$ cat src/rtl/kdp_pkg.sv
package kdp_pkg;

    localparam int unsigned ADDR_W = 16;
    localparam int unsigned WORD_W = 16;
    localparam int unsigned CHAR_W = 8;

    localparam logic [ADDR_W-1:0] PAGE_BASE = 16'hFE00;
    localparam logic [ADDR_W-1:0] A_KSTAT   = 16'hFE00;
    localparam logic [ADDR_W-1:0] A_KDATA   = 16'hFE02;
    localparam logic [ADDR_W-1:0] A_DSTAT   = 16'hFE04;
    localparam logic [ADDR_W-1:0] A_DDATA   = 16'hFE06;

    localparam int unsigned RDY_BIT = 15;
    localparam int unsigned IE_BIT  = 14;

    typedef enum logic [2:0] {
        SEL_NONE,
        SEL_KSTAT,
        SEL_KDATA,
        SEL_DSTAT,
        SEL_DDATA
    } reg_sel_e;

    typedef enum logic {
        KB_EMPTY,
        KB_FULL
    } kb_state_e;

    typedef enum logic {
        DS_IDLE,
        DS_BUSY
    } ds_state_e;

endpackage

$ cat src/rtl/kdp_decode.sv
module kdp_decode
    import kdp_pkg::*;
#(
    parameter int unsigned AW = ADDR_W
) (
    input  logic          bus_req,
    input  logic [AW-1:0] bus_addr,
    output logic          io_hit,
    output reg_sel_e      sel,
    output logic          mem_en
);

    always_comb begin
        io_hit = (bus_addr >= PAGE_BASE);
        mem_en = bus_req && !io_hit;
        sel    = SEL_NONE;
        if (bus_req && io_hit) begin
            unique case (bus_addr)
                A_KSTAT: sel = SEL_KSTAT;
                A_KDATA: sel = SEL_KDATA;
                A_DSTAT: sel = SEL_DSTAT;
                A_DDATA: sel = SEL_DDATA;
                default: sel = SEL_NONE;
            endcase
        end
    end

endmodule

$ cat src/rtl/kdp_kbd_chan.sv
module kdp_kbd_chan
    import kdp_pkg::*;
#(
    parameter int unsigned CW = CHAR_W
) (
    input  logic          clk,
    input  logic          rst_n,
    input  logic          in_valid,
    input  logic [CW-1:0] in_data,
    output logic          in_ready,
    input  logic          consume,
    output logic          full,
    output logic [CW-1:0] held
);

    kb_state_e state_q, state_d;
    logic      take;

    always_comb begin
        state_d = state_q;
        take    = 1'b0;
        unique case (state_q)
            KB_EMPTY: begin
                if (in_valid) begin
                    take    = 1'b1;
                    state_d = KB_FULL;
                end
            end
            KB_FULL: begin
                if (consume) state_d = KB_EMPTY;
            end
            default: state_d = KB_EMPTY;
        endcase
    end

    always_ff @(posedge clk or negedge rst_n) begin
        if (!rst_n) begin
            state_q <= KB_EMPTY;
            held    <= '0;
        end else begin
            state_q <= state_d;
            if (take) held <= in_data;
        end
    end

    always_comb begin
        in_ready = (state_q == KB_EMPTY);
        full     = (state_q == KB_FULL);
    end

endmodule

$ cat src/rtl/kdp_dsp_chan.sv
module kdp_dsp_chan
    import kdp_pkg::*;
#(
    parameter int unsigned CW = CHAR_W
) (
    input  logic          clk,
    input  logic          rst_n,
    input  logic          wr,
    input  logic [CW-1:0] wr_byte,
    output logic          out_valid,
    output logic [CW-1:0] out_data,
    input  logic          out_accept,
    output logic          idle
);

    ds_state_e state_q, state_d;
    logic      load;

    always_comb begin
        state_d = state_q;
        load    = 1'b0;
        unique case (state_q)
            DS_IDLE: begin
                if (wr) begin
                    load    = 1'b1;
                    state_d = DS_BUSY;
                end
            end
            DS_BUSY: begin
                if (out_accept) state_d = DS_IDLE;
            end
            default: state_d = DS_IDLE;
        endcase
    end

    always_ff @(posedge clk or negedge rst_n) begin
        if (!rst_n) begin
            state_q  <= DS_IDLE;
            out_data <= '0;
        end else begin
            state_q <= state_d;
            if (load) out_data <= wr_byte;
        end
    end

    always_comb begin
        out_valid = (state_q == DS_BUSY);
        idle      = (state_q == DS_IDLE);
    end

endmodule

$ cat src/rtl/kbd_disp_port.sv
module kbd_disp_port
    import kdp_pkg::*;
(
    input  logic              clk,
    input  logic              rst_n,
    input  logic              bus_req,
    input  logic              bus_we,
    input  logic [ADDR_W-1:0] bus_addr,
    input  logic [WORD_W-1:0] bus_wdata,
    output logic [WORD_W-1:0] bus_rdata,
    output logic              mem_en,
    input  logic              kb_valid,
    input  logic [CHAR_W-1:0] kb_data,
    output logic              kb_ready,
    output logic              dsp_valid,
    output logic [CHAR_W-1:0] dsp_data,
    input  logic              dsp_accept,
    output logic              kb_irq,
    output logic              dsp_irq
);

    localparam int unsigned PAD_W = WORD_W - CHAR_W;
    localparam int unsigned LOW_W = IE_BIT;

    reg_sel_e          sel;
    logic              io_hit;
    logic              kb_full;
    logic [CHAR_W-1:0] kb_byte;
    logic              ds_idle;
    logic              kb_ie_q;
    logic              ds_ie_q;
    logic              rd_kdata;
    logic              wr_ddata;

    kdp_decode #(.AW(ADDR_W)) u_dec (
        .bus_req (bus_req),
        .bus_addr(bus_addr),
        .io_hit  (io_hit),
        .sel     (sel),
        .mem_en  (mem_en)
    );

    always_comb begin
        rd_kdata = (sel == SEL_KDATA) && !bus_we;
        wr_ddata = (sel == SEL_DDATA) && bus_we;
    end

    kdp_kbd_chan #(.CW(CHAR_W)) u_kbd (
        .clk     (clk),
        .rst_n   (rst_n),
        .in_valid(kb_valid),
        .in_data (kb_data),
        .in_ready(kb_ready),
        .consume (rd_kdata),
        .full    (kb_full),
        .held    (kb_byte)
    );

    kdp_dsp_chan #(.CW(CHAR_W)) u_dsp (
        .clk       (clk),
        .rst_n     (rst_n),
        .wr        (wr_ddata),
        .wr_byte   (bus_wdata[CHAR_W-1:0]),
        .out_valid (dsp_valid),
        .out_data  (dsp_data),
        .out_accept(dsp_accept),
        .idle      (ds_idle)
    );

    always_ff @(posedge clk or negedge rst_n) begin
        if (!rst_n) begin
            kb_ie_q <= 1'b0;
            ds_ie_q <= 1'b0;
        end else if (bus_we) begin
            if (sel == SEL_KSTAT) kb_ie_q <= bus_wdata[IE_BIT];
            if (sel == SEL_DSTAT) ds_ie_q <= bus_wdata[IE_BIT];
        end
    end

    always_comb begin
        bus_rdata = '0;
        if (!bus_we) begin
            unique case (sel)
                SEL_KSTAT: bus_rdata = {kb_full, kb_ie_q, {LOW_W{1'b0}}};
                SEL_KDATA: bus_rdata = {{PAD_W{1'b0}}, kb_byte};
                SEL_DSTAT: bus_rdata = {ds_idle, ds_ie_q, {LOW_W{1'b0}}};
                SEL_DDATA: bus_rdata = {{PAD_W{1'b0}}, dsp_data};
                default:   bus_rdata = '0;
            endcase
        end
    end

    always_comb begin
        kb_irq  = kb_full && kb_ie_q;
        dsp_irq = ds_idle && ds_ie_q;
    end

endmodule

$ cat config.mk
export PLATFORM = sky130hd
export DESIGN_NAME = kbd_disp_port
export DESIGN_NICKNAME = d
export VERILOG_FILES = /design/src/rtl/kdp_pkg.sv /design/src/rtl/kdp_decode.sv /design/src/rtl/kdp_kbd_chan.sv /design/src/rtl/kdp_dsp_chan.sv /design/src/rtl/kbd_disp_port.sv
export SDC_FILE = /design/constraint.sdc
export NUM_CORES = 1
export LEC_CHECK = 0
export ABC_CLOCK_PERIOD_IN_PS = 2500
export BUFFER_PORTS_ARGS = -buffer_cell sky130_fd_sc_hd__buf_4
export CAP_MARGIN = 20
export CELL_PAD_IN_SITES_DETAIL_PLACEMENT = 1
export CELL_PAD_IN_SITES_GLOBAL_PLACEMENT = 1
export CORE_MARGIN = 3
export CORE_UTILIZATION = 31
export CTS_CLUSTER_SIZE = 8
export DETAILED_ROUTE_END_ITERATION = 10
export GPL_ROUTABILITY_DRIVEN = 0
export PLACE_DENSITY_LB_ADDON = 0.1
export SLEW_MARGIN = 40
export SYNTH_ARGS = -nofsm -noshare
export SYNTH_HDL_FRONTEND = slang
export SYNTH_HIERARCHICAL = 1
export SYNTH_SLANG_ARGS = --single-unit
$ cat constraint.sdc
create_clock -name clk -period 2.5 [get_ports clk]
set_clock_uncertainty 0.1 [all_clocks]
set_input_delay 0 -clock clk [delete_from_list [all_inputs] [get_ports clk]]
set_output_delay 0 -clock clk [all_outputs]
set_load 0.005 [all_outputs]
==> flow_summary_export.csv <==
group,metric,value,unit
logic_synthesis,synth_area,0.00123,sq mm
routing,antenna_left,0,
timing,min_period,2140,ps
layout,syn2layout_area_growth,58.9,%
layout,num-fill-cells,433,
place,place_area,0.00172,sq mm
routing,drc,0,
setup_path,path_class,"in2out",
setup_path,reg2reg_slack,1230,ps
power,power.total,674,uW
clock_network,clk_pin_slew,70,ps
logic_synthesis,ys.flop_type,"dfrtp_1",
setup_path,worstPathCellList,"buf_4 > or4b_1 > or4_4 > nor2_1 > buf_4 > or3b_1 > nor2_1 > buf_4",
setup_path,startpoint_type,"primary input",
clock_network,cts.sinks,20,
clock_network,clock_latency,250,ps
timing,slew_viol_final,0,
clock_network,cts_buffers,3,
power,irDropWorstVdd,148,uV
setup_path,path_common_cell,"buf_4",
timing,finalCritPeriodShare,85.5,%
global_routing,grt_max_degree,21,
floorplanning,dieArea,0.00478,sq mm
power,powerDensity,343,mW/mm^2
place,port_buffers,61,
place,dp_hpwl,2.49,mm
routing,wire_per_inst,14.7,microns
floorplanning,rows,22,
clock_network,cts_resized,0,
logic_synthesis,synth-seq-cells,20,
layout,postLayoutCellArea,0.00196,sq mm
floorplanning,dieWidth,69.1,microns
clock_network,cts_setup_buffers,0,
logic_synthesis,avgSynthCellArea,11.7,sq um
routing,drt-initial-drc-count,24,
layout,layout_commonest_cell,"buf_4",
logic_synthesis,yosysWarnings,6,
layout,antenna_cells,0,
setup_path,crit_family,"simple AND/OR/NAND/NOR gates",
global_routing,grt-ovfl-total,0,
hold_path,hold_path_class,"in2reg",
routing,dr.pass1.iters,4,
setup_path,crit_fanout,4,
layout,layout-drive-gt1-share,47.3,%
timing,hold_viol_final,0,
layout,final_cell_mix,"67 x buf_4, 20 x dfrtp_1, 19 x dlygate4sd3_1",
layout,nNetsFinal,235,
setup_path,critical-path-slowest-cell,"or4b_1",
floorplanning,core,0.00374,sq mm
setup_path,path_buf_inv,3,
place,placedCellCount,213,
logic_synthesis,synth-edff-count,0,
clock_network,cts_max_path_buffers,2,
logic_synthesis,ys_types,29,
power,p_leak,0.000938,uW
setup_path,cp_data_required_time,2400,ps
clock_network,cts_tree,"yes",
routing,dr_total_vias,1063,
global_routing,grt_use_total,15.0,%
floorplanning,initial_core_util,33.0,%
routing,viasPerCell,4.50,
global_routing,grt_pass1_vias,1189,
setup_path,arrival,2040,ps
setup_path,max_stage_delay,500,ps
timing,maxClockFrequency,468,MHz
clock_network,htree_levels,1,
outcome,outcome,"completed",
timing,fin_setup_tns,0,ps
clock_network,root_buffer,"clkbuf_8",
global_routing,antenna_found_initial,0,
logic_synthesis,netlist_instances,106,
layout,fin_cells,236,
layout,final_core_util,52.4,%
logic_synthesis,ys_seq_area_share,40.5,%
setup_path,cp-end-kind,"output pin",
job,cap_violations,0,
global_routing,grt_first_pass_wirelength,5.87,mm
logic_synthesis,ys_async_sr_fraction,100,%
timing,setup_viol,0,
floorplanning,die_y,69.1,microns
routing,wirelength,3.46,mm
floorplanning,io_pins,75,
timing,rsz0062_at_grt,"false",
==> synthesized netlist by cell type (all sizes together) (2+ instances only) <==
library cell  instances  area [sq um]
or4                   2          18.8
nor2b                 3          18.8
o21bai                2          15.0
nor2                  6          22.5
and2                  2          12.5
inv                   2          7.51
buf                  12          96.3
a21oi                 8          40.0
dfrtp                20           500
nand3b               16           120
mux2i                 2          20.0
mux2                 18           263
==> power by group <==
group	internal (uW)	leakage (uW)	total, uW	switching, uW
registers	330	0.000266	334	4.30
clock network	140	0.0000288	239	99.7
logic	69.7	0.000643	99.9	30.2
==> per-layer routing <==
layer	wire, microns	global-route usage (%)
met5	0	0
met4	14	3.25
met3	237	3.64
met2	1690	25.6
met1	1520	19.0
==> through the flow <==
step	worst slack [ps]	hold slack, ps
finish	362	40.8
global route	255	57.5
CTS	347	38.5
detailed placement	117	-200
global placement	126	-208
floorplan	26.7	-396
==> final cells by class <==
cell class	instances	area, sq um	share of cell area, %
inverter	2	7.51	0.383
sequential	20	500	25.5
multi-input combinational	76	646	32.9
timing repair buffer	86	693	35.3
clock buffer	4	55.1	2.81
tap	48	60.1	3.06
==> flip-flops by register name, summed over array words and instances, names as in the netlist <==
name             count
u_dsp/out_data       8
u_kbd/held           8
kb_ie_q              1
u_kbd/full           1
u_dsp/out_valid      1
ds_ie_q              1
==> logic make-up after synthesis <==
group / count (synthesis) / share of synthesized area [%]
simple gates: 39 / 22.4
mux: 20 / 22.9
flops: 20 / 40.5
buf+inv: 15 / 8.71
compound gates: 10 / 4.46
xor+xnor: 1 / 0.709
other cells: 1 / 0.304
==> final timing paths <==
kind / end / start / depth (start not counted)
max: bus_rdata[14] / bus_addr[0] / 8
min: ds_ie_q / bus_we / 3
max reg2reg: u_kbd/held[0] / u_kbd/full / 3
min reg2reg: u_kbd/held[5] / u_kbd/held[5] / 1
max in group asynchronous: ds_ie_q / rst_n / 2
min in group asynchronous: u_dsp/out_data[3] / rst_n / 2
==> repair_timing <==
| item | CTS | global route |
|---|---|---|
| endpoints found under the hold margin | 39 | 0 |
| endpoints found under the setup margin | 0 | 0 |
| hold buffers | 19 | 0 |
==> worst register-to-register path: stages, from the launching register on <==
cell     delay [ps]
dfrtp_1         410
nor2b_1         120
buf_4           210
mux2_4          320
Power figures use the tool's default switching activity.
